===== config.mk =====
export PLATFORM = sky130hd
export DESIGN_NAME = gpio_fast_port
export DESIGN_NICKNAME = d
export VERILOG_FILES = /design/src/rtl/gpio_pkg.sv /design/src/rtl/gpio_access_decode.sv /design/src/rtl/gpio_in_sync.sv /design/src/rtl/gpio_port_regs.sv /design/src/rtl/gpio_fast_port.sv
export SDC_FILE = /design/constraint.sdc
export NUM_CORES = 1
export LEC_CHECK = 0
export BUFFER_PORTS_ARGS = -buffer_cell sky130_fd_sc_hd__buf_2
export CORE_MARGIN = 2
export CORE_UTILIZATION = 58
export DETAILED_ROUTE_END_ITERATION = 12
export GPL_ROUTABILITY_DRIVEN = 0
export PLACE_DENSITY = 0.9
export SLEW_MARGIN = 20
export SYNTH_ARGS = -nofsm -noshare
export SYNTH_HDL_FRONTEND = slang
export SYNTH_SLANG_ARGS = --single-unit

===== constraint.sdc =====
create_clock -name clk -period 2.24 [get_ports clk]
set_clock_uncertainty 0.1 [all_clocks]
set_input_delay 0.336 -clock clk [delete_from_list [all_inputs] [get_ports clk]]
set_output_delay 0.336 -clock clk [all_outputs]
set_load 0.01 [all_outputs]

===== src/rtl/gpio_pkg.sv =====
package gpio_pkg;

    localparam int LANE_W   = 8;
    localparam int WADDR_W  = 3;

    // Word indices of the register views (byte offset / 4)
    localparam logic [WADDR_W-1:0] IDX_DIR  = 3'd0;
    localparam logic [WADDR_W-1:0] IDX_MASK = 3'd4;
    localparam logic [WADDR_W-1:0] IDX_PIN  = 3'd5;
    localparam logic [WADDR_W-1:0] IDX_SET  = 3'd6;
    localparam logic [WADDR_W-1:0] IDX_CLR  = 3'd7;

    typedef enum logic [2:0] {
        VIEW_NONE,
        VIEW_DIR,
        VIEW_MASK,
        VIEW_PIN,
        VIEW_SET,
        VIEW_CLR
    } view_e;

    typedef struct packed {
        logic wr_dir;
        logic wr_mask;
        logic wr_pin;
        logic wr_set;
        logic wr_clr;
    } wr_req_t;

    typedef struct packed {
        logic rd_dir;
        logic rd_mask;
        logic rd_pin;
        logic rd_set;
    } rd_req_t;

    function automatic view_e decode_view(input logic [WADDR_W-1:0] idx);
        view_e v;
        case (idx)
            IDX_DIR:  v = VIEW_DIR;
            IDX_MASK: v = VIEW_MASK;
            IDX_PIN:  v = VIEW_PIN;
            IDX_SET:  v = VIEW_SET;
            IDX_CLR:  v = VIEW_CLR;
            default:  v = VIEW_NONE;
        endcase
        return v;
    endfunction

endpackage


===== src/rtl/gpio_access_decode.sv =====
module gpio_access_decode
    import gpio_pkg::*;
#(
    parameter int DATA_W = 32,
    localparam int LANES = DATA_W / LANE_W
) (
    input  logic               bus_sel,
    input  logic               bus_wr,
    input  logic [WADDR_W-1:0] bus_waddr,
    input  logic [LANES-1:0]   bus_be,
    output wr_req_t            wr_req,
    output rd_req_t            rd_req,
    output logic [DATA_W-1:0]  lane_bits
);

    view_e view;

    assign view = decode_view(bus_waddr);

    // Expand byte strobes into a per-bit lane mask
    for (genvar k = 0; k < LANES; k++) begin : g_lane
        assign lane_bits[k*LANE_W +: LANE_W] = {LANE_W{bus_be[k]}};
    end

    always_comb begin
        wr_req = '0;
        rd_req = '0;
        if (bus_sel && bus_wr) begin
            wr_req.wr_dir  = (view == VIEW_DIR);
            wr_req.wr_mask = (view == VIEW_MASK);
            wr_req.wr_pin  = (view == VIEW_PIN);
            wr_req.wr_set  = (view == VIEW_SET);
            wr_req.wr_clr  = (view == VIEW_CLR);
        end
        if (bus_sel && !bus_wr) begin
            rd_req.rd_dir  = (view == VIEW_DIR);
            rd_req.rd_mask = (view == VIEW_MASK);
            rd_req.rd_pin  = (view == VIEW_PIN);
            rd_req.rd_set  = (view == VIEW_SET);
        end
    end

endmodule


===== src/rtl/gpio_in_sync.sv =====
module gpio_in_sync #(
    parameter int WIDTH  = 32,
    parameter int STAGES = 2
) (
    input  logic             clk,
    input  logic             rst,
    input  logic [WIDTH-1:0] din,
    output logic [WIDTH-1:0] dout
);

    logic [WIDTH-1:0] stage_q [STAGES];

    for (genvar s = 0; s < STAGES; s++) begin : g_stage
        if (s == 0) begin : g_first
            always_ff @(posedge clk) begin
                if (rst) stage_q[0] <= '0;
                else     stage_q[0] <= din;
            end
        end else begin : g_next
            always_ff @(posedge clk) begin
                if (rst) stage_q[s] <= '0;
                else     stage_q[s] <= stage_q[s-1];
            end
        end
    end

    assign dout = stage_q[STAGES-1];

endmodule


===== src/rtl/gpio_port_regs.sv =====
module gpio_port_regs
    import gpio_pkg::*;
#(
    parameter int DATA_W = 32
) (
    input  logic              clk,
    input  logic              rst,
    input  wr_req_t           wr_req,
    input  logic [DATA_W-1:0] lane_bits,
    input  logic [DATA_W-1:0] wdata,
    input  logic [DATA_W-1:0] gpio_sel,
    output logic [DATA_W-1:0] dir_q,
    output logic [DATA_W-1:0] mask_q,
    output logic [DATA_W-1:0] latch_q
);

    logic [DATA_W-1:0] open_bits;
    logic [DATA_W-1:0] drive_bits;
    logic [DATA_W-1:0] strobe_bits;
    logic [DATA_W-1:0] dir_d, mask_d, latch_d;

    assign open_bits   = lane_bits & ~mask_q;
    assign drive_bits  = dir_q & gpio_sel;
    assign strobe_bits = wdata & open_bits & drive_bits;

    always_comb begin
        dir_d   = dir_q;
        mask_d  = mask_q;
        latch_d = latch_q;
        if (wr_req.wr_dir)  dir_d   = (dir_q  & ~lane_bits) | (wdata & lane_bits);
        if (wr_req.wr_mask) mask_d  = (mask_q & ~lane_bits) | (wdata & lane_bits);
        if (wr_req.wr_pin)  latch_d = (latch_q & ~open_bits) | (wdata & open_bits);
        if (wr_req.wr_set)  latch_d = latch_q | strobe_bits;
        if (wr_req.wr_clr)  latch_d = latch_q & ~strobe_bits;
    end

    always_ff @(posedge clk) begin
        if (rst) begin
            dir_q   <= '0;
            mask_q  <= '0;
            latch_q <= '0;
        end else begin
            dir_q   <= dir_d;
            mask_q  <= mask_d;
            latch_q <= latch_d;
        end
    end

    AST_SET_ONLY_RAISES: assert property (@(posedge clk) disable iff (rst)
        wr_req.wr_set |=> (($past(latch_q) & ~latch_q) == '0));

    AST_SET_GATED_BY_DRIVE: assert property (@(posedge clk) disable iff (rst)
        wr_req.wr_set |=> (((latch_q ^ $past(latch_q)) & ~($past(dir_q) & $past(gpio_sel))) == '0));

    AST_CLR_ONLY_LOWERS: assert property (@(posedge clk) disable iff (rst)
        wr_req.wr_clr |=> ((latch_q & ~$past(latch_q)) == '0));

    AST_MASK_HOLDS_LATCH: assert property (@(posedge clk) disable iff (rst)
        (wr_req.wr_pin || wr_req.wr_set || wr_req.wr_clr)
        |=> (((latch_q ^ $past(latch_q)) & $past(mask_q)) == '0));

    AST_LANE_CONFINES_WRITE: assert property (@(posedge clk) disable iff (rst)
        (wr_req != '0) |=> ((((latch_q ^ $past(latch_q)) | (dir_q ^ $past(dir_q))
                             | (mask_q ^ $past(mask_q))) & ~$past(lane_bits)) == '0));

    AST_IDLE_KEEPS_STATE: assert property (@(posedge clk) disable iff (rst)
        (wr_req == '0) |=> ($stable(dir_q) && $stable(mask_q) && $stable(latch_q)));

    AST_RESET_CLEARS: assert property (@(posedge clk)
        rst |=> (dir_q == '0 && mask_q == '0 && latch_q == '0));

endmodule


===== src/rtl/gpio_fast_port.sv =====
module gpio_fast_port
    import gpio_pkg::*;
#(
    parameter int DATA_W      = 32,
    parameter int SYNC_STAGES = 2,
    localparam int LANES      = DATA_W / LANE_W
) (
    input  logic               clk,
    input  logic               rst,
    input  logic               bus_sel,
    input  logic               bus_wr,
    input  logic [WADDR_W-1:0] bus_waddr,
    input  logic [LANES-1:0]   bus_be,
    input  logic [DATA_W-1:0]  bus_wdata,
    output logic [DATA_W-1:0]  bus_rdata,
    input  logic [DATA_W-1:0]  gpio_sel,
    input  logic [DATA_W-1:0]  pin_in,
    output logic [DATA_W-1:0]  pin_out,
    output logic [DATA_W-1:0]  pin_oe
);

    wr_req_t           wr_req;
    rd_req_t           rd_req;
    logic [DATA_W-1:0] lane_bits;
    logic [DATA_W-1:0] dir_q, mask_q, latch_q;
    logic [DATA_W-1:0] pin_sync;
    logic [DATA_W-1:0] view_word;

    gpio_access_decode #(.DATA_W(DATA_W)) u_decode (
        .bus_sel   (bus_sel),
        .bus_wr    (bus_wr),
        .bus_waddr (bus_waddr),
        .bus_be    (bus_be),
        .wr_req    (wr_req),
        .rd_req    (rd_req),
        .lane_bits (lane_bits)
    );

    gpio_port_regs #(.DATA_W(DATA_W)) u_regs (
        .clk       (clk),
        .rst       (rst),
        .wr_req    (wr_req),
        .lane_bits (lane_bits),
        .wdata     (bus_wdata),
        .gpio_sel  (gpio_sel),
        .dir_q     (dir_q),
        .mask_q    (mask_q),
        .latch_q   (latch_q)
    );

    gpio_in_sync #(.WIDTH(DATA_W), .STAGES(SYNC_STAGES)) u_sync (
        .clk  (clk),
        .rst  (rst),
        .din  (pin_in),
        .dout (pin_sync)
    );

    always_comb begin
        view_word = '0;
        unique case (1'b1)
            rd_req.rd_dir:  view_word = dir_q;
            rd_req.rd_mask: view_word = mask_q;
            rd_req.rd_pin:  view_word = pin_sync & ~mask_q;
            rd_req.rd_set:  view_word = latch_q & ~mask_q;
            default:        view_word = '0;
        endcase
    end

    assign bus_rdata = view_word & lane_bits;
    assign pin_out   = latch_q;
    assign pin_oe    = dir_q & gpio_sel;

    AST_MASKED_READ_ZERO: assert property (@(posedge clk) disable iff (rst)
        (bus_sel && !bus_wr && (bus_waddr == IDX_PIN || bus_waddr == IDX_SET))
        |-> ((bus_rdata & mask_q) == '0));

    AST_CLR_READS_ZERO: assert property (@(posedge clk) disable iff (rst)
        (bus_sel && !bus_wr && bus_waddr == IDX_CLR) |-> (bus_rdata == '0));

    for (genvar k = 0; k < LANES; k++) begin : g_lane_chk
        AST_IDLE_LANE_ZERO: assert property (@(posedge clk) disable iff (rst)
            !bus_be[k] |-> (bus_rdata[k*LANE_W +: LANE_W] == '0));
    end

endmodule


**Word level (Yosys, flattened, before mapping)**

Memory sizes are Yosys's and may differ from the RTL's.
Index checks and enable logic that the tools add are counted.

- Div/mod/pow operators: 0
- Equality and inequality tests: 9
- Shift-type cells: 0
- $lt $le $gt $ge: 0
- $add $sub $neg: 0
- Mux-type cells: 12
- Reduce and logical (&&, ||, !) cells: 5
- $mul: 0
- Bitwise logic cells: 22

Operators with widths:

| kind | count |
|---|---|
| AND 32 bit | 12 |
| two-way mux 32 bit | 5 |
| NOT 32 bit | 4 |
| bitwise OR 32 bit | 4 |
| case mux 32 bit (4 select lines) | 1 |
| equality test 3 bit, second input constant | 6 |
| case mux 3 bit (5 select lines) | 1 |
| equality test 3 x 2 -> 1 bit, second input constant | 2 |
| two-way mux 5 bit | 1 |
| two-way mux 4 bit | 1 |
| equality test 3 x 1 -> 1 bit, second input constant | 1 |
| logical NOT 3 bit | 1 |
| two-way mux 1 bit | 3 |
| nonzero test 3 bit | 1 |
| logical AND 1 bit | 2 |
| bitwise OR 1 bit | 2 |
| logical NOT 1 bit | 1 |

- Bits in registers: 96
- Bits in read-only memories: 0
- Memories: 1
- Bits in latches: 0
- Bits of input ports: 107
- Word-level logic and storage cells: 52
- Bits in writable memories: 64
- Output and inout bits: 96

Memory list:

| name | words | bits a word | read ports | clocked after Yosys merged registers in | write ports | line | text |
|---|---|---|---|---|---|---|---|
| u_sync.stage_q | 2 | 32 | 2 | 0 | 2 | gpio_in_sync.sv:11 | `logic [WIDTH-1:0] stage_q [STAGES];` |

**Depth between registers and ports, before layout**

Gate-level depths: netlist of the first run.

- Depth in word-level cells: 8
- Depth in mapped cells: 7
- Depth with buffers taken out: 5

**By module**

Synthesis of the first run repeated with hierarchy kept, for this count alone.

- Cells, all modules: 1,065
- Area, all modules: 9,430.3 µm²

Modules (own cells, without submodules):

| module | area an instance (µm²) | cells an instance | instances | sequential area each (µm²) |
|---|---|---|---|---|
| gpio_port_regs | 5,127.4 | 629 | 1 | 1,921.8 |
| gpio_fast_port | 2,059.5 | 254 | 1 | 0.0 |
| gpio_in_sync | 1,918.1 | 135 | 1 | 1,281.2 |
| gpio_access_decode | 325.3 | 47 | 1 | 0.0 |

**Least setup slack after synthesis of the first run**

Ideal clock, no wire load.

- Kind: input-to-output
- Start point: in bus_wr
- End point: out bus_rdata[15]
- Slack: 0.340 ns
- Arrival: 1.464 ns
- Required time: 1.804 ns
- Path buffers: 1
- Cell stages on the path: 4
- Path through: buf_2 nor4b_1 nand2_1 o32ai_1

- Longest elaborated chain between the ends: 5

Ends and longest elaborated chain:

| what | line | text |
|---|---|---|
| from (decl) | gpio_fast_port.sv:11 | `input logic bus_wr,` |
| logical NOT 1 bit | gpio_access_decode.sv:35 | `if (bus_sel && !bus_wr) begin` |
| logical AND 1 bit | gpio_access_decode.sv:35 |  |
| two-way mux 4 bit | gpio_access_decode.sv:35 |  |
| case mux 32 bit (4 select lines) | gpio_fast_port.sv:60 | `unique case (1'b1)` |
| AND 32 bit | gpio_fast_port.sv:69 | `assign bus_rdata = view_word & lane_bits;` |
| to (decl) | gpio_fast_port.sv:15 | `output logic [DATA_W-1:0] bus_rdata,` |

Every way passes these cells.

**Final worst setup path of the first run**

- Start point: in bus_waddr[1]
- End point: out bus_rdata[12]

- Longest elaborated chain between the ends: 6
- Elaborated cells between the ends (all ways): 13
- Those cells by class: eq/ne (8); mux (3); bitwise (1); reduce/logical (1)

Ends and longest elaborated chain:

| what | line | text |
|---|---|---|
| from (decl) | gpio_fast_port.sv:12 | `input logic [WADDR_W-1:0] bus_waddr,` |
| equality test 3 bit / logical NOT 3 bit (equally long branches) | gpio_pkg.sv:39 | `case (idx)` |
| case mux 3 bit (5 select lines) * | gpio_pkg.sv:39 |  |
| equality test 3 bit, or another cell as far along | gpio_access_decode.sv:39 | `rd_req.rd_set = (view == VIEW_SET);` |
| two-way mux 4 bit * | gpio_access_decode.sv:35 |  |
| case mux 32 bit (4 select lines) * | gpio_fast_port.sv:60 |  |
| AND 32 bit * | gpio_fast_port.sv:69 |  |

Mark *: on every way between the ends. The rest lies on a longest branch, timed or not.

==> results of run 1 <==
==> final timing paths <==
path	from	endpoint	slack, ns	cells after the start
setup / recovery	bus_waddr[1]	bus_rdata[12]	0.07	7
hold / removal	pin_in[6]	u_sync.stage_q[0][6]	0.02	2
setup reg to reg	register	register	0.76	4
hold reg to reg	u_sync.stage_q[0][19]	u_sync.stage_q[1][19]	0.33	1
==> cells in the final DEF (no fill, tap or decap), types with 3 or more instances in the layout <==
master,count
inv_1,4
o31a_1,27
clkbuf_16,17
nor2_1,97
o21ai_1,14
nand2_2,7
nand3_1,7
and2_1,33
nor2b_1,67
buf_4,27
buf_2,201
o311ai_0,27
nand3b_1,4
nand3_2,4
nand2_1,38
a21oi_1,3
o21a_1,28
o21ai_0,45
dfxtp_1,160
o32ai_1,28
mux2i_1,156
o32ai_2,4
clkbuf_8,4
bufinv_16,5
==> cell families after synthesis <==
| kind of cell | share of synthesized area (%) |
|---|---|
| AOI/OAI and AO/OA | 18.0 |
| xor gates and xnor gates | 0.111 |
| buffers and inverters | 3.66 |
| DFF | 40.6 |
| muxes | 19.8 |
| and+or+nand+nor | 17.8 |
==> through the flow <==
stage                     setup WS [ns]  hold WS [ns]  instances  setup TNS [ns]  utilization (%)
final                            0.0694        0.0190       1222               0             74.1
after CTS                        0.0196       0.00885       1219               0             73.6
after global placement          -0.0447         0.315       1187          -0.787             68.5
after global routing           -0.00516        0.0161       1222        -0.00516             74.1
after detailed placement         -0.116         0.320       1187           -1.96             68.5
after floorplan                   0.340         0.314        838               0                -
==> final cells by class <==
cell class,count,area (µm²)
Multi-Input combinational cell,619,4460
Fill cell,977,3430
Sequential cell,160,3200
Timing Repair Buffer,230,1250
Clock buffer,23,488
Tap cell,176,220
Clock inverter,9,176
Inverter,4,15.0
Antenna cell,1,2.50
==> worst reg2reg max path: stages (launching register included) <==
cell,delay [ns]
dfxtp_1,0.35
and4b_1,0.29
a21oi_1,0.08
a31o_2,0.23
a2111oi_2,0.35
==> metal layers <==
layer,up-vias,share of wire (%),track usage (%)
li1,3439,-,-
met1,3532,41,37.7
met2,350,49,53.4
met3,60,6.6,7.31
met4,0,2.7,14.9
met5,-,0,0
==> Yosys cell counts (2+ instances only) <==
cell type	number
o2bb2ai_1	2
buf_2	15
buf_4	6
a2111oi_0	2
mux2i_1	156
nand3_1	7
clkbuf_1	28
inv_1	4
nor2_1	97
o21ai_1	14
a21oi_1	3
o32ai_1	32
and4b_1	2
o21a_1	28
nand3_2	4
o31ai_1	2
nand3b_1	4
nand2_1	46
buf_1	2
buf_6	3
dfxtp_1	160
o21ai_0	45
o311ai_0	27
o21ai_2	2
nor2b_1	67
and2_1	33
o31a_1	27
==> what timing repair did <==
item                                    CTS  global route
endpoints found under the setup margin   32            14
setup buffers                             0             2
pin swaps                                 1             1
resized for setup                         5             9
==> power by group through the flow <==
| stage | Combinational [µW] | Sequential, µW | Clock (µW) |
|---|---|---|---|
| 2_1_floorplan | 309 | 3000 | 0 |
| 3_3_place_gp | 515 | 3000 | 0 |
| 3_5_place_dp | 527 | 3010 | 0 |
| 4_1_cts | 537 | 2950 | 3250 |
| 5_1_grt | 592 | 2950 | 3390 |
| 6_report | 551 | 2950 | 3230 |
==> impl_metrics.json, run 1 <==
{
  "power_leakage_uw": 0.00461,
  "status": "complete, no violations",
  "yosys.cell_types.count": 47,
  "nNetsFinal": 1139,
  "root_buffer": "clkbuf_16",
  "cpMaxStageDelayCell": "o32ai_2",
  "period_share_pct": 96.9,
  "overflow": 0,
  "port-buffer-count": 202,
  "clk_latency_ns": 0.42,
  "grt_pass1_wl_um": 36100,
  "io_pins": 203,
  "drt_pass1_iterations": 6,
  "finalCriticalPeriod_ns": 2.17,
  "cts_buffers": 17,
  "antenna_found_initial": 1,
  "intPower_uw": 5250,
  "cp_num_buf_inv": 3,
  "drive_above_1_share_pct": 27.5,
  "final_max_slew_viol_count": 0,
  "yosysSeqAreaShare_pct": 40.6,
  "core_mm2": 0.0132,
  "area_delta_synth_final_pct": 24.5,
  "netSwitchingFraction_pct": 21.9,
  "hold_class": "primary input to register",
  "netlist_area_mm2": 0.00789,
  "drtIter0Drc": 641,
  "place_area_mm2": 0.00907,
  "cp_common_cell": "buf_2",
  "fmax_mhz": 461,
  "drv_cap": 0,
  "cts.sinks": 160,
  "cp.arrival_ns": 1.73,
  "path_clk_slew_ns": 0.06,
  "grt_max_degree": 73,
  "slowest_delay_ns": 0.34,
  "worst_slew_pin_slew_ns": 0.748,
  "hold_viol_final": 0,
  "synth_edf_count": 0,
  "pwr-share-clk_pct": 48.0,
  "endpoint_kind": "output pin",
  "ant_nets": 0,
  "clock_path_buffers": 2,
  "syn_avg_cell_area_um2": 9.41,
  "drc_errors": 0,
  "p_comb_share_pct": 8.2,
  "routed_wl_um": 23400,
  "ys_ff_latch": 160,
  "die_area_mm2": 0.0145,
  "synthFlopType": "dfxtp_1",
  "cts_tree": "yes",
  "cts.htree.levels": 4,
  "start_util_pct": 59.6,
  "vias_per_cell": 6.04,
  "cp_cell_sequence": "buf_2 > xnor2_1 > nor3_4 > buf_4 > nand2_2 > o32ai_2 > buf_2",
  "crit_family": "buffers and inverters",
  "max-vdd-ir-drop_mv": 0.774,
  "synth_nets": 945,
  "post_drt_wl_per_cell_um": 19.2,
  "p_switching_uw": 1480,
  "yosys-top-cells-area": "dfxtp_1 41%, mux2i_1 20%, nor2b_1 5.3%, nor2_1 4.6%, o32ai_1 3.6%",
  "cp.required_ns": 1.80,
  "criticalPathCategory": "primary input to output pin",
  "crit_path_start_kind": "primary input",
  "die_y_um": 121,
  "grtUsageTotal_pct": 31.5,
  "p_per_area_mw_per_mm2": 685,
  "p_total_uw": 6730,
  "syn_inst": 838,
  "crit_fanout": 8,
  "hpwl_um": 15200,
  "grt_pass1_vias": 7242,
  "yosys_warnings": 0,
  "dieWidth_um": 121,
  "cts_hold_buffers": 0,
  "stdcell_area_mm2": 0.00982,
  "num_vias": 7381,
  "slew_headroom_pct": 50.1,
  "synthArstFlopShare_pct": 0,
  "yosysTopAreaCellShare_pct": 40.6,
  "rows": 42,
  "synth_area_leader_cell": "dfxtp_1",
  "finalSetupViolCount": 0,
  "seqPwrFrac_pct": 43.8
}
Note: power is estimated with default switching activity, not from simulation.
==> run 2: changes to the inputs <==
--- a/config.mk
+++ b/config.mk
@@ -7,10 +7,10 @@
 export LEC_CHECK = 0
 export BUFFER_PORTS_ARGS = -buffer_cell sky130_fd_sc_hd__buf_2
 export CORE_MARGIN = 2
-export CORE_UTILIZATION = 58
+export CORE_UTILIZATION = 55
 export DETAILED_ROUTE_END_ITERATION = 12
 export GPL_ROUTABILITY_DRIVEN = 0
-export PLACE_DENSITY = 0.9
+export PLACE_DENSITY = 0.86
 export SLEW_MARGIN = 20
 export SYNTH_ARGS = -nofsm -noshare
 export SYNTH_HDL_FRONTEND = slang
==> constraint.sdc (replaced) <==
create_clock -name clk -period 2.6 [get_ports clk]
set_clock_uncertainty 0.1 [all_clocks]
set_input_delay 0.39 -clock clk [delete_from_list [all_inputs] [get_ports clk]]
set_output_delay 0.39 -clock clk [all_outputs]
set_load 0.01 [all_outputs]
==> run 2 against run 1 <==
  * Non-clock buffer count is 6 lower
  * Worst hold slack better by 0.045 ns
  * Total power is 18% lower
  * Clock-buffer cell count is 2 higher
  * Worst setup slack better by 0.00094 ns
  * Critical path type unchanged
  * Combinational power is 17% lower
  * Largest power group is now registers
==> impl_metrics.json, run 2 (same netlist as run 1, synthesis figures left out) <==
{
  "hpwl_um": 15100,
  "io_pins": 203,
  "port-buffer-count": 202,
  "status": "complete, no violations",
  "drc_errors": 0,
  "post_drt_wl_per_cell_um": 18.4,
  "crit_path_start_kind": "primary input",
  "cp_num_buf_inv": 2,
  "overflow": 0,
  "cp.arrival_ns": 2.04,
  "crit_family": "simple AND/OR/NAND/NOR gates",
  "cts_resized": 0,
  "die_area_mm2": 0.0153,
  "setup_ws_ns": 0.0703,
  "grt_pass1_wl_um": 34700,
  "p_total_uw": 5540,
  "die_y_um": 124,
  "routed_wl_um": 22400,
  "antenna_cells": 0,
  "crit_fanout": 10,
  "cpMaxStageDelayCell": "nand2_1",
  "vias_per_cell": 5.97,
  "area_delta_synth_final_pct": 22.5,
  "grt_pass1_vias": 6735,
  "clock_path_buffers": 2,
  "cp.required_ns": 2.11,
  "final_cells": 1217,
  "cts_hold_buffers": 0,
  "fmax_mhz": 395,
  "netSwitchingFraction_pct": 22.1,
  "dpl.cell_count": 1187,
  "cts.sinks": 160,
  "cts_tree": "yes",
  "rsz0062_at_grt": "true",
  "p_per_area_mw_per_mm2": 574,
  "period_share_pct": 97.3,
  "finalSetupViolCount": 0,
  "rrSetupSlack_ns": 1.11,
  "hold_class": "primary input to register",
  "grt_max_degree": 91,
  "cts_setup_buffers": 0,
  "cp_common_cell": "buf_2",
  "drtIter0Drc": 681,
  "rows": 43,
  "finalCriticalPeriod_ns": 2.53,
  "r2r_cells": 4,
  "intPower_uw": 4310,
  "power_leakage_uw": 0.00454,
  "drt_pass1_iterations": 6,
  "cts_buffers": 17,
  "nNetsFinal": 1133,
  "root_buffer": "clkbuf_16",
  "min_path_cells": 2,
  "slowest_delay_ns": 0.39,
  "dieWidth_um": 124,
  "cp_cell_sequence": "buf_2 > xnor2_1 > nor3_2 > nand2_1 > o32ai_1 > buf_2",
  "min_to": "u_sync.stage_q[0][14]",
  "grtUsageTotal_pct": 29.5,
  "drive_above_1_share_pct": 25.6,
  "p_switching_uw": 1230,
  "endpoint_kind": "output pin",
  "clk_latency_ns": 0.43,
  "final_cell_mix": "201 x buf_2, 160 x dfxtp_1, 156 x mux2i_1",
  "start_util_pct": 56.6,
  "seqPwrFrac_pct": 45.8,
  "hold_path.startpoint": "pin_in[14]",
  "path_clk_slew_ns": 0.06,
  "antenna_found_initial": 0,
  "slew_headroom_pct": 38.2,
  "max-vdd-ir-drop_mv": 0.386,
  "hold_viol_final": 0,
  "final_max_slew_viol_count": 0,
  "ant_nets": 0,
  "dpl_worst_slack_ns": 0.121,
  "worst_slew_pin_slew_ns": 0.928,
  "cts.htree.levels": 4,
  "pwr-share-clk_pct": 45.9,
  "num_vias": 7266,
  "p_comb_share_pct": 8.3,
  "criticalPathCategory": "primary input to output pin",
  "core_mm2": 0.0139,
  "drv_cap": 0,
  "layout_commonest_cell": "buf_2"
}
==> run 2: cell count changes in the layout (fill, tap and decap cells not counted), sizes merged <==
cell	previous run	this run
clkinv	2	1
bufinv	5	3
inv	5	4
diode	1	0
buf	230	224
clkbuf	23	25
==> run 2: worst max path at each step <==
stage | from | to | slack [ns] | cells past startpoint
floorplan | bus_wr | bus_rdata[15] | 0.59 | 4
global placement | bus_waddr[1] | bus_rdata[26] | 0.15 | 6
detailed placement | bus_waddr[1] | bus_rdata[3] | 0.12 | 6
CTS | bus_waddr[1] | bus_rdata[3] | 0.10 | 6
global route | bus_waddr[1] | bus_rdata[17] | -0.08 | 6
finish | bus_waddr[1] | bus_rdata[6] | 0.07 | 6
==> run 2: worst register-to-register path, stage by stage, from the launching register on <==
cell and delay (ns):
dfxtp_1 0.34, and4b_1 0.29, a21oi_1 0.07, a31o_2 0.22, a2111oi_2 0.35
==> run 2: final cells by class <==
cell class	instances	area, µm²
clock buffers	25	495
inverters	4	15.0
flip-flops and latches	160	3200
well taps	180	225
clock inverters	5	103
multi-input cells	619	4400
repair buffers	224	1220
fillers	1113	4280
==> run 2: through the flow <==
| step | instance area, µm² | setup TNS, ns | utilization, % | hold slack [ns] |
|---|---|---|---|---|
| after global routing | 9660 | -0.701 | 69.3 | 0.0678 |
| after CTS | 9660 | 0 | 69.3 | 0.0561 |
| final | 9660 | 0 | 69.3 | 0.0642 |
| after floorplan | 7890 | 0 | - | 0.314 |
| after global placement | 9060 | 0 | 65.0 | 0.315 |
| after detailed placement | 9060 | 0 | 65.0 | 0.322 |
==> run 2: power by group through the flow <==
stage / sequential (µW) / clock [µW] / combinational (µW)
floorplan: 2590 / 0 / 266
global placement: 2590 / 0 / 441
detailed placement: 2590 / 0 / 451
CTS: 2540 / 2570 / 456
global route: 2540 / 2680 / 498
finish: 2540 / 2540 / 459
==> run 2: metal layers <==
metal / wire (µm) / vias up / GRT usage (%)
met5: 0 / - / 0
met4: 586 / 0 / 12.4
met3: 1610 / 49 / 5.49
met2: 10500 / 353 / 47.3
met1: 9650 / 3435 / 38.9
li1: - / 3429 / -
==> run 3: changes to the inputs <==
--- a/config.mk
+++ b/config.mk
@@ -5,12 +5,12 @@
 export SDC_FILE = /design/constraint.sdc
 export NUM_CORES = 1
 export LEC_CHECK = 0
+export ABC_AREA = 1
 export BUFFER_PORTS_ARGS = -buffer_cell sky130_fd_sc_hd__buf_2
-export CORE_MARGIN = 2
 export CORE_UTILIZATION = 55
 export DETAILED_ROUTE_END_ITERATION = 12
 export GPL_ROUTABILITY_DRIVEN = 0
-export PLACE_DENSITY = 0.86
+export PLACE_DENSITY = 0.85
 export SLEW_MARGIN = 20
 export SYNTH_ARGS = -nofsm -noshare
 export SYNTH_HDL_FRONTEND = slang
==> run 3 against run 2 <==
  * Worst setup slack gained 0.14 ns
  * Combinational power grew 20%
  * Synthesized cell count grew 69%
  * Sequential share of layout area shrank 2.4 points
  * Sequential power is essentially flat
  * Cell count grew 49%
  * Global-route usage grew 1.8 points
  * Utilization shrank 1.1 points
  * Critical path depth grew 4
  * Critical endpoint is now bus_rdata[11]
  * Total power grew 3.7%
==> impl_metrics.json, run 3 <==
{
  "status": "complete, no violations",
  "drv_cap": 0,
  "synth_top_family_by_area": "simple AND/OR/NAND/NOR gates",
  "crit_fanout": 24,
  "io_pins": 203,
  "synthFlopType": "dfxtp_1",
  "overflow": 0,
  "grt_pass1_wl_um": 40400,
  "criticalPathCategory": "primary input to output pin",
  "cts_hold_buffers": 0,
  "final_cells": 1813,
  "drc_errors": 0,
  "die_area_mm2": 0.0162,
  "endpoint_kind": "output pin",
  "synth_compound_area_share_pct": 16.8,
  "synth_edf_count": 0,
  "antenna_found_initial": 3,
  "synthArstFlopShare_pct": 0,
  "yosysTopAreaCellShare_pct": 37.1,
  "dieWidth_um": 127,
  "cts.sinks": 160,
  "rrSetupSlack_ns": 1.45,
  "grt_pass1_vias": 8556,
  "final_cell_mix": "295 x nand2_1, 258 x inv_1, 201 x buf_2",
  "dpl_worst_slack_ns": 0.231,
  "hold_viol_final": 0,
  "finalCriticalPeriod_ns": 2.39,
  "synth_common_cells": "295 x nand2_1, 259 x inv_1, 186 x nor2_1",
  "drt_pass1_iterations": 7,
  "finalSetupViolCount": 0,
  "utilization_pct": 68.2,
  "yosysSeqAreaShare_pct": 37.1,
  "cts_resized": 0,
  "core_mm2": 0.0153,
  "final_max_slew_viol_count": 0,
  "cp.arrival_ns": 1.90,
  "start_util_pct": 56.6,
  "ys_ff_latch": 160,
  "n_fill_cell": 1371,
  "period_share_pct": 92.0,
  "drtIter0Drc": 920,
  "syn_avg_cell_area_um2": 6.11,
  "synth.most_common_cell": "nand2_1",
  "hpwl_um": 17500,
  "post_drt_wl_per_cell_um": 13.8,
  "grtUsageTotal_pct": 31.2,
  "hold_class": "primary input to register",
  "synthMuxAreaShare_pct": 0,
  "register_area_mm2": 0.00320,
  "cts.htree.levels": 4,
  "max-vdd-ir-drop_mv": 0.494,
  "cp_cell_sequence": "buf_2 > nor2_2 > nand2_1 > nor2_4 > buf_12 > nand2_1 > o21ai_0 > inv_1 > a21oi_1 > buf_2",
  "crit_path_start_kind": "primary input",
  "cts_buffers": 17,
  "layout_commonest_cell": "nand2_1",
  "yosys-top-cells-area": "dfxtp_1 37%, nand2_1 13%, inv_1 11%, nor2_1 8.1%, nand3_1 7.6%",
  "rows": 45,
  "num_vias": 9527,
  "rsz0062_at_grt": "false",
  "clock_path_buffers": 2,
  "synth-simple-area-share_pct": 30.3,
  "root_buffer": "clkbuf_16",
  "setup_ws_ns": 0.209,
  "fmax_mhz": 418,
  "yosys_warnings": 0,
  "multi_input_area_mm2": 0.00407,
  "ant_nets": 0,
  "cts_tree": "yes",
  "area_delta_synth_final_pct": 20.6,
  "die_y_um": 127,
  "p_per_area_mw_per_mm2": 551,
  "place_area_mm2": 0.00978,
  "synth_nets": 1520,
  "grt_max_degree": 39,
  "synthXorXnorAreaFrac_pct": 0,
  "slowest_delay_ns": 0.28,
  "stdcell_area_mm2": 0.0104,
  "worst_slew_pin_slew_ns": 0.643,
  "routed_wl_um": 25100,
  "syn_inst": 1413,
  "netlist_area_mm2": 0.00863,
  "cp.required_ns": 2.11,
  "cpMaxStageDelayCell": "nor2_2",
  "slew_headroom_pct": 57.0,
  "cts_setup_buffers": 0,
  "synth_area_leader_cell": "dfxtp_1",
  "cp_num_buf_inv": 4,
  "nNetsFinal": 1694,
  "path_clk_slew_ns": 0.06,
  "drive_above_1_share_pct": 17.3,
  "yosys.cell_types.count": 19,
  "setup_tns_ns": 0,
  "dpl.cell_count": 1779,
  "power_leakage_uw": 0.00494,
  "vias_per_cell": 5.25,
  "synth_adder_area_share_pct": 0,
  "port-buffer-count": 202,
  "clk_latency_ns": 0.42,
  "crit_family": "simple AND/OR/NAND/NOR gates"
}
run 3: power by group:
| part | internal, µW | switching, µW | leakage, µW | total, µW |
|---|---|---|---|---|
| Clock | 1650 | 992 | 0.000303 | 2640 |
| Sequential | 2520 | 30.3 | 0.00130 | 2550 |
| Combinational | 194 | 357 | 0.00333 | 552 |
run 3: kinds of logic (layout without fill, tap and decap cells):
kind of cell | after synthesis | after routing
AND/OR/NAND/NOR | 628 | 628
flip-flops | 160 | 160
AO/OA/AOI/OAI | 290 | 290
buffers and inverters | 335 | 521
other | 0 | 3
run 3: cell type report:
class	instances	area share [%]
timing repair buffer	225	12.0
tap	211	2.54
clock buffer	21	4.42
sequential	160	30.8
multi-input combinational	918	39.1
inverter	265	9.55
clock inverter	10	1.54
antenna	3	0.0721
run 3: worst paths after layout:
path,startpoint,end,cells past startpoint
setup / recovery,bus_wr,bus_rdata[11],10
hold / removal,pin_in[13],u_sync.stage_q[0][13],3
setup reg to reg,register,register,7
hold reg to reg,u_sync.stage_q[0][28],u_sync.stage_q[1][28],2
run 3: metrics by stage:
step / power (µW) / hold WS (ns)
after detailed placement: 3140 / 0.292
final: 5740 / 0.0608
after CTS: 5750 / 0.0569
after global routing: 5930 / 0.0578
after floorplan: 2930 / 0.288
after global placement: 3130 / 0.290
run 3: tightest hold or removal path: stages:
cell and delay, ns:
buf_2 0.07, inv_1 0.03, nor2_1 0.06
run 3: metal layers:
metal  GRT usage (%)  vias up  routed length (µm)
met4            13.8        0                 846
li1                -     4714                   -
met1            39.5     4242               10500
met5               0        -                   0
met3            5.90       61                2240
met2            51.7      510               11500
